### config.mk
export PLATFORM = sky130hd
export DESIGN_NAME = i2c_addr_match
export DESIGN_NICKNAME = d
export VERILOG_FILES = /design/src/rtl/i2c_addr_match_pkg.sv /design/src/rtl/i2c_addr_match_ctrl.sv /design/src/rtl/i2c_addr_match_dp.sv /design/src/rtl/i2c_addr_match.sv
export SDC_FILE = /design/constraint.sdc
export NUM_CORES = 1
export LEC_CHECK = 0
export ABC_AREA = 1
export BUFFER_PORTS_ARGS = -buffer_cell sky130_fd_sc_hd__buf_4
export CAP_MARGIN = 0
export CORE_AREA = 2 2 39 41
export CTS_CLUSTER_SIZE = 16
export DETAILED_ROUTE_END_ITERATION = 7
export DIE_AREA = 0 0 41 43
export HOLD_SLACK_MARGIN = 0.1
export PLACE_DENSITY = 0.72
export REMOVE_ABC_BUFFERS = 1
export SLEW_MARGIN = 20
export SYNTH_ARGS = -nofsm -noshare
export SYNTH_HDL_FRONTEND = slang
export SYNTH_HIERARCHICAL = 1
export SYNTH_SLANG_ARGS = --single-unit
### constraint.sdc
create_clock -name clk -period 1.2 [get_ports clk]
set_input_delay 0.24 -clock clk [delete_from_list [all_inputs] [get_ports clk]]
set_output_delay 0.24 -clock clk [all_outputs]
set_load 0.01 [all_outputs]
### src/rtl/i2c_addr_match_pkg.sv
package i2c_addr_match_pkg;

  typedef enum logic [1:0] {
    ST_IDLE     = 2'd0,
    ST_WAITADDR = 2'd1,
    ST_INXFER   = 2'd2
  } matchState_t;

  typedef struct packed {
    logic clearRes;
    logic evalAddr;
  } ctrlStrobes_t;

endpackage

### src/rtl/i2c_addr_match_ctrl.sv
module i2c_addr_match_ctrl
  import i2c_addr_match_pkg::*;
(
  input  logic         clk,
  input  logic         rstN,
  input  logic         startDet,
  input  logic         byteValid,
  output ctrlStrobes_t strobes
);

  matchState_t state, stateNext;

  always_comb begin
    stateNext = state;
    strobes   = '0;
    if (startDet) begin
      stateNext        = ST_WAITADDR;
      strobes.clearRes = 1'b1;
    end else begin
      case (state)
        ST_WAITADDR: if (byteValid) begin
          stateNext        = ST_INXFER;
          strobes.evalAddr = 1'b1;
        end
        ST_INXFER: stateNext = ST_INXFER;
        default:   stateNext = ST_IDLE;
      endcase
    end
  end

  always_ff @(posedge clk or negedge rstN) begin
    if (!rstN) state <= ST_IDLE;
    else       state <= stateNext;
  end


  no_dual_strobe_chk: assert property (@(posedge clk) disable iff (!rstN)
    $onehot0({strobes.clearRes, strobes.evalAddr}));


  single_eval_chk: assert property (@(posedge clk) disable iff (!rstN)
    strobes.evalAddr |=> !strobes.evalAddr);

endmodule

### src/rtl/i2c_addr_match_dp.sv
module i2c_addr_match_dp
  import i2c_addr_match_pkg::*;
#(
  parameter int ADDR_W = 7,
  localparam int BYTE_W = ADDR_W + 1
) (
  input  logic              clk,
  input  logic              rstN,
  input  ctrlStrobes_t      strobes,
  input  logic [BYTE_W-1:0] rxByte,
  input  logic [ADDR_W-1:0] ownAddr,
  input  logic              gcEnable,
  input  logic              ackEnable,
  input  logic              hostSleep,
  output logic              matchPulse,
  output logic              isGeneralCall,
  output logic              rwBit,
  output logic              ackDrive,
  output logic              wakeReq
);

  logic [ADDR_W-1:0] rxAddr;
  logic              rxRw;
  logic              gcHit, ownHit, anyHit;

  assign rxAddr = rxByte[BYTE_W-1:1];
  assign rxRw   = rxByte[0];
  assign gcHit  = gcEnable && (rxAddr == '0) && !rxRw;
  assign ownHit = (rxAddr == ownAddr);
  assign anyHit = gcHit || ownHit;

  always_ff @(posedge clk or negedge rstN) begin
    if (!rstN) begin
      matchPulse    <= 1'b0;
      isGeneralCall <= 1'b0;
      rwBit         <= 1'b0;
      ackDrive      <= 1'b0;
    end else begin
      matchPulse <= strobes.evalAddr && anyHit;
      if (strobes.clearRes) begin
        isGeneralCall <= 1'b0;
        rwBit         <= 1'b0;
        ackDrive      <= 1'b0;
      end else if (strobes.evalAddr) begin
        isGeneralCall <= gcHit;
        rwBit         <= anyHit && rxRw;
        ackDrive      <= anyHit && ackEnable;
      end
    end
  end

  always_ff @(posedge clk or negedge rstN) begin
    if (!rstN)                                       wakeReq <= 1'b0;
    else if (strobes.evalAddr && anyHit && hostSleep) wakeReq <= 1'b1;
    else if (!hostSleep)                             wakeReq <= 1'b0;
  end


  pulse_width_chk: assert property (@(posedge clk) disable iff (!rstN)
    matchPulse |=> !matchPulse);


  gc_source_chk: assert property (@(posedge clk) disable iff (!rstN)
    (matchPulse && isGeneralCall) |-> ($past(gcEnable) && $past(rxByte) == '0));


  own_source_chk: assert property (@(posedge clk) disable iff (!rstN)
    (matchPulse && !isGeneralCall) |->
      ($past(rxByte[BYTE_W-1:1]) == $past(ownAddr) && rwBit == $past(rxByte[0])));


  wake_release_chk: assert property (@(posedge clk) disable iff (!rstN)
    !$past(hostSleep) |-> !wakeReq);

endmodule

### src/rtl/i2c_addr_match.sv
module i2c_addr_match
  import i2c_addr_match_pkg::*;
#(
  parameter int ADDR_W = 7,
  localparam int BYTE_W = ADDR_W + 1
) (
  input  logic              clk,
  input  logic              rstN,
  input  logic              startDet,
  input  logic              byteValid,
  input  logic [BYTE_W-1:0] rxByte,
  input  logic [ADDR_W-1:0] ownAddr,
  input  logic              gcEnable,
  input  logic              ackEnable,
  input  logic              hostSleep,
  output logic              matchPulse,
  output logic              isGeneralCall,
  output logic              rwBit,
  output logic              ackDrive,
  output logic              wakeReq
);

  ctrlStrobes_t strobes;

  i2c_addr_match_ctrl i_ctrl (
    .clk       (clk),
    .rstN      (rstN),
    .startDet  (startDet),
    .byteValid (byteValid),
    .strobes   (strobes)
  );

  i2c_addr_match_dp #(.ADDR_W(ADDR_W)) i_dp (
    .clk           (clk),
    .rstN          (rstN),
    .strobes       (strobes),
    .rxByte        (rxByte),
    .ownAddr       (ownAddr),
    .gcEnable      (gcEnable),
    .ackEnable     (ackEnable),
    .hostSleep     (hostSleep),
    .matchPulse    (matchPulse),
    .isGeneralCall (isGeneralCall),
    .rwBit         (rwBit),
    .ackDrive      (ackDrive),
    .wakeReq       (wakeReq)
  );


  pulse_needs_byte_chk: assert property (@(posedge clk) disable iff (!rstN)
    matchPulse |-> ($past(byteValid) && !$past(startDet)));


  start_clears_chk: assert property (@(posedge clk) disable iff (!rstN)
    $past(startDet) |-> (!ackDrive && !isGeneralCall && !rwBit));


  ack_needs_match_chk: assert property (@(posedge clk) disable iff (!rstN)
    $rose(ackDrive) |-> matchPulse);

endmodule

# Yosys cells after proc, flatten, opt, wreduce, memory -nomap -nowiden
# Cells that the tools add are included.
[classes] bitwise=0 n_eq_ne=5 mux=15 shifts=0 add_sub_neg=0 multipliers=0 order_cmp=0 n_reduce_logical=10 n_div=0
[ops] op="two-way mux 1 bit" count=12
[ops] op="equality test 7 bit" count=1
[ops] op="zero test 7 bit" count=1
[ops] op="logical AND 1 bit" count=6
[ops] op="two-way mux 2 bit" count=2
[ops] op="case mux 2 bit (2 select lines)" count=1
[ops] op="inequality test 3 bit, second input constant" count=1
[ops] op="equality test 2 x 1 -> 1 bit, second input constant" count=1
[ops] op="equality test 2 bit, second input constant" count=1
[ops] op="inequality test 2 x 1 -> 1 bit, second input constant" count=1
[ops] op="nonzero test 2 bit" count=1
[ops] op="zero test 1 bit" count=1
[ops] op="logical OR 1 bit" count=1
[totals] in_bits=22 register_bits=7 ram_bits=0 latchBits=0 mem_count=0 romBits=0 out_inout_bits=5

# Depth between registers and ports, before layout
[logic_depth] word_depth=7 ltp_mapped=9 ltp_nobuf=9

# Hierarchy
# Netlist, hierarchy kept.
[by_module_without_submodules] module="i2c_addr_match_dp" seq_area_each_um2=125.1 n_inst=1 area_each_um2=367.9 cells_per_inst=61
[by_module_without_submodules] module="i2c_addr_match_ctrl" seq_area_each_um2=50.0 n_inst=1 area_each_um2=120.1 cells_per_inst=16

# Worst setup path before layout
# Ideal clock, no wire load.
[synth_timing] path_type="register -> register" startpoint="register i_ctrl.state[1]" endpoint="register i_dp.isGeneralCall" arrival_time_ns=1.008 path_buffers=0 setup_time_ns=0.126 slack_ns=0.066 path_stages_with_launch=8 path_cell_list="dfrtp_1 -> inv_1 -> ha_1 -> nand2_1 -> nor2_1 -> nor2_1 -> nand2_1 -> o21ai_0"
[synth_rtl] item="start, declared" line="i2c_addr_match_ctrl.sv:11" text="matchState_t state, stateNext;"
[synth_rtl] item="start signal, assigned" line="i2c_addr_match_ctrl.sv:33" text="else state <= stateNext;"
[synth_rtl] item="end signal, assigned" line="i2c_addr_match_dp.sv:45" text="isGeneralCall <= gcHit;"
[synth_rtl] item="end, declared" line="i2c_addr_match_dp.sv:16" text="output logic isGeneralCall,"

==> results by group <==
Logic synthesis
  • Synth Instances: 77
  • Ys async rst share: 100.0%
  • Prevailing post-synth register cell: dfrtp_1
  • Post-synth top area share: 35.90%
  • Cell Area, Synth: slightly below 500 sq um
  • Syn_area_per_cell: 6.337 sq um
  • Post-synth top area cell: dfrtp_1
  • EDFF count, synth: 0
  • Yosys warns: 6
  • Distinct cells, synth: 16
  • Yosys reg bits: 7
  • Post-synthesis sequential area ratio: a little over a third
  • Largest cells by area after synthesis: dfrtp_1, nand2_1, inv_1, nor2_1, o21ai_2

Floorplan
  • Die Ht: 43 um
  • Core area: 1384 sq um
  • I/O Pins: 27
  • Die ar.: about 1800 sq um
  • Num rows: 14
  • Die width: 41 um
  • Initial core utilization: 35.26%

Outcome
  • Status: finished, final reports clean

Placement
  • Placed cell area: just under 700 sq um
  • Hpwl dp: 920.2 um
  • Placed cell count: 118
  • Pre-CTS setup slack: -0.07520 ns
  • IO Port Bufs: 26
  • Final Wtd Congestion: 0.6322

Cells and area
  • Layout cells sized above 1: a little over a third
  • Non-filler cells, final: 123
  • NumNets Final: 131
  • Most frequent cells in the layout: nand2_1, buf_4, inv_1, dfrtp_1, nor2_1
  • Final instance area: between 700 and 800 sq um
  • Antenna cells: 0
  • Commonest non-fill, non-tap cell in the layout: nand2_1
  • Fillers: 148
  • Area grow syn2layout: 55.13%

Routing
  • Post-DRT Antenna Nets: 0
  • WL per Instance: 9.325 um
  • DRT Pass-1 Iters: 4
  • Routed vias: between 500 and 600
  • Iter 0 DRT Violations: 14
  • Remaining routing DRC violations: 0
  • Avg Vias per Cell: roughly 4.3
  • Final WL: 1147 um

Clocking
  • Post-CTS setup buffer count: 0
  • Root buffer cell: clkbuf_4
  • H-Tree Level Count: 1
  • Clock-pin slew on the worst setup and hold paths: 0.05 ns
  • Clock Latency Late Sink: 0.25 ns
  • CTS Buf Count: 3
  • Clk buf depth: 2
  • Sink Count: 7
  • TritonCTS clock tree: yes

Worst setup path
  • CP cell instances: ha_4 > nand2_2 > nor2_4 > nor2_2 > nand2_1 > o21ai_1
  • Buffers & Inverters on Critical Path: 0
  • Crit-path max cell delay: roughly 0.42 ns
  • Worst Setup Path Type: reg -> reg
  • CP endpoint kind: flop
  • Crit path max-delay family: flip-flops
  • Worst Path Max Fanout: 4
  • CP required: 1.37 ns
  • CP Launch Type: flop
  • Worst Path Arrival: 1.30 ns
  • CP max stage cell: dfrtp_1

Worst hold path
  • Hold Crit Class: in -> reg

Timing
  • Final Setup Violations: 0
  • WHS: 0.2122 ns
  • Period utilization: approximately 94%
  • Fin worst setup slack: 0.07114 ns
  • Achievable Freq: 0.8859 GHz
  • Final Hold Fails: 0
  • Measured slew at the worst slew-check pin: 0.1787 ns
  • Max-slew violations: 0
  • Tmin final: 1.129 ns
  • Rel. slew slack: about 88%
  • Worst Skew: 0.001073 ns

Global routing
  • Vias in the first global route: 478
  • Grt ovf: 0
  • First-pass GRT wire length: 1856 um
  • Gr usage total: 15.39%
  • Initial antenna violation count: 0
  • Largest net degree at the start of global routing: 8

Power and ir drop
  • P_leak: between 0.4 and 0.5 nW
  • Peak supply drop: 0.3754 mV
  • Power per cell area: between 800 and 900 nW/um^2
  • Overall power: 0.0006265 W

Run
  • Max-Cap Viols: 0
==> flip-flops by register name, summed over array words and instances, names as in the netlist <==
| signal | cells |
|---|---|
| i_ctrl/state | 2 |
| i_dp/ackDrive | 1 |
| i_dp/isGeneralCall | 1 |
| i_dp/matchPulse | 1 |
| i_dp/rwBit | 1 |
| i_dp/wakeReq | 1 |
==> Yosys cell counts, types with 2 or more instances <==
master and instances:
nand2_1 31, dfrtp_1 7, o21ai_2 2, inv_1 17, nand3_1 2, nor2_1 8
==> cell type report <==
type,count,area [sq um],share of cell area [%]
clock buffer,4,26.28,3.471
sequential,7,175.2,23.14
multi-input combinational,52,266.5,35.21
inverter,17,63.81,8.430
timing repair buffer,27,205.2,27.11
tap,16,20.02,2.645
==> where the power goes <==
part           leakage, nW  internal, W  switching, W
clock network       0.0150     0.000127     0.0000938
logic                0.342    0.0000841     0.0000721
registers           0.0943     0.000244    0.00000553
total                0.452     0.000455      0.000171
==> tightest hold or removal path, delay by kind of cell <==
kind | cells | cell delay, ns
buffers and inverters | 2 | 0.16
AOI/OAI and AO/OA | 1 | 0.03
==> logic make-up (layout without fill, tap and decap cells) <==
logic type	after synthesis	in the layout	synth area share [%]
XOR/XNOR	2	2	3.590
AO/OA/AOI/OAI	4	4	6.410
AND/OR/NAND/NOR	45	45	36.92
adder cells (fa/ha/maj)	1	1	2.564
buffers and inverters	18	48	14.62
flip-flops	7	7	35.90
==> per-stage QoR <==
stage                     setup TNS [ns]  utilization (%)
after floorplan                        0                -
after global placement                 0            50.27
after detailed placement         -0.1465            50.27
after CTS                              0            53.80
after global routing           -0.006784            54.70
final                                  0            54.70
==> worst paths after layout <==
kind | from | end | slack, ns | cells after the start
setup / recovery | i_ctrl/state[0] | i_dp/isGeneralCall | 0.07 | 6
hold / removal | hostSleep | i_dp/wakeReq | 0.21 | 3
setup reg to reg | i_ctrl/state[0] | i_dp/isGeneralCall | 0.07 | 6
hold reg to reg | i_dp/ackDrive | i_dp/ackDrive | 0.49 | 2
max in group asynchronous | rstN | i_dp/wakeReq | 0.75 | 2
min in group asynchronous | rstN | i_dp/isGeneralCall | 0.33 | 2
==> timing repair <==
action | in CTS | in global routing
endpoints found under the setup margin | 4 | 4
pin swaps | 1 | 1
hold endpoints to repair | 7 | 0
resized for setup | 5 | 2
hold buffers | 1 | 0
==> metal layers <==
metal	vias up	global-route usage, %	share of wire, %
met2	20	25.00	54
met5	-	0	0
li1	284	-	-
met1	229	17.48	36
met3	2	3.665	8.5
met4	0	8.000	0.87
Note: power is estimated with default switching activity, not from simulation.
